===== src/rtl/range_cycler_pkg.sv =====
package range_cycler_pkg;
  // Strobes from controller to datapath
  typedef struct packed {
    logic clearEn;  // force value to zero (highest priority)
    logic loadEn;   // take loadVal
    logic stepUp;   // 1: add step, 0: subtract step
  } ctlStrobes_t;
endpackage


===== src/rtl/range_cycler_dp.sv =====
module range_cycler_dp
  import range_cycler_pkg::*;
#(
  parameter int WIDTH  = 16,
  parameter int STEP_W = 3
) (
  input  logic              clk,
  input  ctlStrobes_t       ctl,
  input  logic [WIDTH-1:0]  loadVal,
  input  logic [STEP_W-1:0] stepAmt,
  output logic [WIDTH-1:0]  value
);
  localparam int PAD_W = WIDTH - STEP_W;

  logic [WIDTH-1:0] stepExt;
  logic [WIDTH-1:0] nextVal;

  assign stepExt = {{PAD_W{1'b0}}, stepAmt};

  always_comb begin
    if (ctl.clearEn)     nextVal = '0;
    else if (ctl.loadEn) nextVal = loadVal;
    else if (ctl.stepUp) nextVal = value + stepExt;
    else                 nextVal = value - stepExt;
  end

  always_ff @(posedge clk) value <= nextVal;

  // a load strobe (without clear) lands loadVal on the next edge
  assert_load_lands_R1: assert property (@(posedge clk)
    disable iff (ctl.clearEn)
    ctl.loadEn |=> value == $past(loadVal));
endmodule


===== src/rtl/range_cycler_ctl.sv =====
module range_cycler_ctl
  import range_cycler_pkg::*;
#(
  parameter int          WIDTH     = 16,
  parameter int unsigned START_VAL = 0,
  parameter int unsigned END_VAL   = 40,
  parameter int unsigned STEP_VAL  = 2,
  parameter bit          COUNT_UP  = 1'b1
) (
  input  logic             clk,
  input  logic             initN,
  input  logic [WIDTH-1:0] value,
  output ctlStrobes_t      ctl
);
  localparam logic [WIDTH-1:0] START_V = WIDTH'(START_VAL);
  localparam logic [WIDTH-1:0] END_V   = WIDTH'(END_VAL);
  localparam logic [WIDTH-1:0] STEP_V  = WIDTH'(STEP_VAL);
  localparam logic [WIDTH-1:0] LO_V    = COUNT_UP ? START_V : END_V;
  localparam logic [WIDTH-1:0] HI_V    = COUNT_UP ? END_V : START_V;

  logic atEnd;
  assign atEnd = (value == END_V);

  always_comb begin
    ctl.clearEn = 1'b0;
    ctl.loadEn  = !initN || atEnd;
    ctl.stepUp  = COUNT_UP;
  end

  // Set once initiate has been seen; used only by the checks below
  logic primed = 1'b0;
  always_ff @(posedge clk) if (!initN) primed <= 1'b1;

  logic [WIDTH-1:0] offset;
  assign offset = COUNT_UP ? (value - START_V) : (START_V - value);

  assert_wrap_to_start_R3: assert property (@(posedge clk)
    disable iff (!initN)
    (primed && atEnd) |=> value == START_V);

  assert_in_range_R5: assert property (@(posedge clk)
    disable iff (!primed || !initN)
    (value >= LO_V) && (value <= HI_V) && ((offset % STEP_V) == '0));

  generate
    if (COUNT_UP) begin : g_up
      assert_step_up_R2: assert property (@(posedge clk)
        disable iff (!initN)
        (primed && !atEnd) |=> value == $past(value) + STEP_V);
    end else begin : g_down
      assert_step_down_R4: assert property (@(posedge clk)
        disable iff (!initN)
        (primed && !atEnd) |=> value == $past(value) - STEP_V);
    end
  endgenerate

  assert_hold_start_R6: assert property (@(posedge clk)
    (!initN && $past(!initN) && primed) |-> value == START_V);
endmodule


===== src/rtl/range_cycler.sv =====
module range_cycler
  import range_cycler_pkg::*;
#(
  parameter int unsigned START_VAL = 0,
  parameter int unsigned END_VAL   = 40,
  parameter int unsigned STEP_VAL  = 2,
  parameter bit          COUNT_UP  = 1'b1,
  parameter int          WIDTH     = 16,
  parameter int          STEP_W    = 3
) (
  input  logic        clk,
  input  logic        initN,
  output logic [15:0] count
);
  localparam logic [WIDTH-1:0]  START_V = WIDTH'(START_VAL);
  localparam logic [STEP_W-1:0] STEP_V  = STEP_W'(STEP_VAL);

  ctlStrobes_t      ctl;
  logic [WIDTH-1:0] value;

  range_cycler_ctl #(
    .WIDTH(WIDTH), .START_VAL(START_VAL), .END_VAL(END_VAL),
    .STEP_VAL(STEP_VAL), .COUNT_UP(COUNT_UP)
  ) u_ctl (
    .clk(clk), .initN(initN), .value(value), .ctl(ctl)
  );

  range_cycler_dp #(.WIDTH(WIDTH), .STEP_W(STEP_W)) u_dp (
    .clk(clk), .ctl(ctl), .loadVal(START_V), .stepAmt(STEP_V), .value(value)
  );

  assign count = 16'(value);
endmodule


===== config.mk =====
export PLATFORM = sky130hd
export DESIGN_NAME = range_cycler
export DESIGN_NICKNAME = d
export VERILOG_FILES = /design/src/rtl/range_cycler_pkg.sv /design/src/rtl/range_cycler_dp.sv /design/src/rtl/range_cycler_ctl.sv /design/src/rtl/range_cycler.sv
export SDC_FILE = /design/constraint.sdc
export NUM_CORES = 1
export LEC_CHECK = 0
export BUFFER_PORTS_ARGS = -buffer_cell sky130_fd_sc_hd__buf_2
export CAP_MARGIN = 40
export CORE_UTILIZATION = 55
export CTS_BUF_LIST = sky130_fd_sc_hd__clkbuf_8
export CTS_CLUSTER_DIAMETER = 120
export CTS_CLUSTER_SIZE = 40
export DETAILED_ROUTE_END_ITERATION = 7
export MAX_ROUTING_LAYER = met4
export PLACE_DENSITY = 0.78
export SYNTH_ARGS = -nofsm -noshare
export SYNTH_HDL_FRONTEND = slang
export SYNTH_SLANG_ARGS = --single-unit

===== constraint.sdc =====
create_clock -name clk -period 3.8 [get_ports clk]
set_input_delay 0.38 -clock clk [delete_from_list [all_inputs] [get_ports clk]]
set_output_delay 0.38 -clock clk [all_outputs]
set_load 0.02 [all_outputs]

==> out/qor.txt <==
Outcome = completed
Hold Fails Final Rpt = 0
Biggest regs = u_dp.value: 15 flops
Cell area after synthesis = 752 µm²
Critical Setup Path Class = register to register
Power after layout = 0.309 mW
Vias in the first global route = 507
Worst-Margin Slew = 0.539 ns
Worst Setup Slack post-DPL = 2.18 ns
DIE HEIGHT = 39.0 µm
Setup slack of the worst register-to-register path = 2.18 ns
Area contributors post-synth = dfxtp_1, xnor2_1, nor2_2
CTS H-tree lvls = 1
Max-capacitance violation count = 0
Post-CTS setup buffers = 0
Portion of the post-synthesis area used by sequential elements = 0.399
Final RePlAce weighted congestion = 0.807
Initial cell density of the core = 0.634
Input/output buffers = 16
Arrival time of data at the critical path endpoint = 1.73 ns
Async SR Flop Fraction = 0
Placed Instances = 107
Worst reg2reg path startpoint = u_dp.value[1]
Largest Register = u_dp.value
Number of vias in the routed layout = 560
Flop and latch count out of synthesis = 15
Count of different cell masters after synthesis = 23
Area added between synthesis and finish = 15.8%
Total half-perimeter wirelength after legalization and detailed placement = 969 µm
Predominant post-synthesis flop cell = dfxtp_1
Final core utilization = 0.734
Startpoint of the worst hold path = u_dp.value[1]
Maximum vdd drop = 0.279 mV
Post-synth top area share = 0.399
Clock input transition at the sequential cells of the worst setup and hold paths = 0.05 ns
Post-cts sizing count = 0
CP max-delay cell = o21ai_4
Setup repair after global routing missed its margin = false
Leading area contributor after synthesis = dfxtp_1
Net count, final = 102
Crit path cell chain = inv_1, ha_1, nor4b_1, nand2_1, o21ai_4, nor2_1
I/O pin cnt = 18
CTS Root Cell = clkbuf_8
Worst clock skew = 0.00456 ns
Number of pins with negative max-slew slack in the final report = 0
Kind of start point of the critical path = register
Clock tree from TritonCTS = done
Count of yosys warnings during synthesis = 0
Total setup violations reported at the end of the flow = 0
Largest register FFs = 15
First-pass GRT wire length = 2140 µm
Count of inserted antenna diode cells = 0
Crit path required time = 3.91 ns
Leakage power total = 0.359 nW
EDFF count, synth = 0
Remaining antenna violation count after routing = 0
Post-layout min period = 1.62 ns
Deepest clock path buffer count = 2
Synth Area per Inst = 9.40 µm²
Number of violations reported at the end of detailed-routing iteration 0 = 9
Remaining global-route overflow = 0
Share of layout cells above drive strength 1 = 0.361
Post-Layout Cell Count = 111
Clock sink count = 15
Final worst path period share = 0.425
Total die area = 0.00152 mm²
Class of the tightest hold or removal check = register to register
Max Clock Freq = 619 MHz
Worst Setup End Kind = register
Via density = 5.05
# hold bufs at CTS = 0
Number of antenna violations at the first check in global routing = 0
Worst-skew pair later-pin latency = 0.25 ns
Synthesized instance count = 80
Rows = 12
Routed Wire Length = 1280 µm
Placeable core area = 0.00119 mm²
Net count after synthesis = 84
Power density over cell area = 355 mW/mm²
Die Width = 39.0 µm
Worst-path maximum fanout = 15
Detailed Routing Iterations Pass 1 = 4
Number of design rule violations left after detail routing = 0
Num CTS Buffers = 3
Total routing usage reported by global routing = 0.221
Worst-case headroom to the max-slew limit = 0.639
Peak per-stage delay on the critical path = 0.46 ns
Maximum number of pins on one net before global-route repair = 16
Smallest setup slack after layout = 2.18 ns
Setup_tns = 0 ns
Wire length per cell after detailed routing = 11.5 µm
Launching instance or port of the critical path = u_dp.value[1]
Fill count = 98
-- cells in the mapped netlist (2+ instances only) --
master / n
nor3_1: 4
xnor2_1: 10
nor2_1: 5
xor2_1: 3
nand2_1: 3
nor4_2: 2
inv_1: 5
ha_1: 2
nand3_1: 6
dfxtp_1: 15
nor4_1: 2
nand4_1: 2
nor2_2: 11
-- power by group --
part	switching (mW)	internal [mW]	total (mW)
logic	0.0141	0.00729	0.0214
registers	0.00418	0.160	0.164
clock network	0.0523	0.0715	0.124
-- metal layers --
metal / GRT usage / wire length [µm] / up-vias
li1: - / - / 295
met1: 0.261 / 627 / 251
met2: 0.329 / 571 / 12
met3: 0.104 / 73 / 2
met4: 0.0776 / 10 / 0
met5: - / 0 / -
-- through the flow --
| step | hold slack, ns | instance area, µm² |
|---|---|---|
| after CTS | 0.499 | 871 |
| after global placement | 0.473 | 826 |
| after detailed placement | 0.485 | 826 |
| after floorplan | 0.540 | 752 |
| after global routing | 0.530 | 871 |
| final | 0.499 | 871 |
-- placed cells by master, fill, tap and decap left out, types with 2 or more instances in the layout --
cell	netlist	layout
buf_2	0	16
dfxtp_1	15	15
nor2_2	11	11
xnor2_1	10	10
inv_1	5	6
nand3_1	6	6
nor2_1	5	5
nor3_1	4	4
nand2_1	3	3
xor2_1	3	3
clkbuf_8	0	3
nor4_1	2	2
nand4_1	2	2
nor4_2	2	2
ha_1	2	2
-- path summary, 6_finish.rpt --
kind,endpoint,cells past startpoint
max,u_dp.value[14],6
max reg2reg,u_dp.value[14],6
min reg2reg,u_dp.value[1],1
min,u_dp.value[1],1
-- cells by family after synthesis --
kind of cell    synth area share
compound gates            0.0216
xor+xnor                   0.151
fa+ha+maj                 0.0333
buf+inv                   0.0566
flops                      0.399
other cells              0.00499
simple gates               0.333
-- final cells by class --
class | count | area (µm²) | share of cell area
multi-input cells | 57 | 409 | 0.470
flip-flops and latches | 15 | 300 | 0.345
repair buffers | 16 | 80.1 | 0.0920
clock buffers | 3 | 41.3 | 0.0474
inverters | 5 | 18.8 | 0.0216
well taps | 14 | 17.5 | 0.0201
clock inverters | 1 | 3.75 | 0.00431
-- worst max-delay path, delay by kind of cell, from the launching register on --
kind	cells	cell delay [ns]
AOI/OAI and AO/OA	1	0.46
and+or+nand+nor	3	0.45
DFF	1	0.36
adders and majority gates	1	0.13
buffers and inverters	1	0.08
Note: power is estimated with default switching activity, not from simulation.
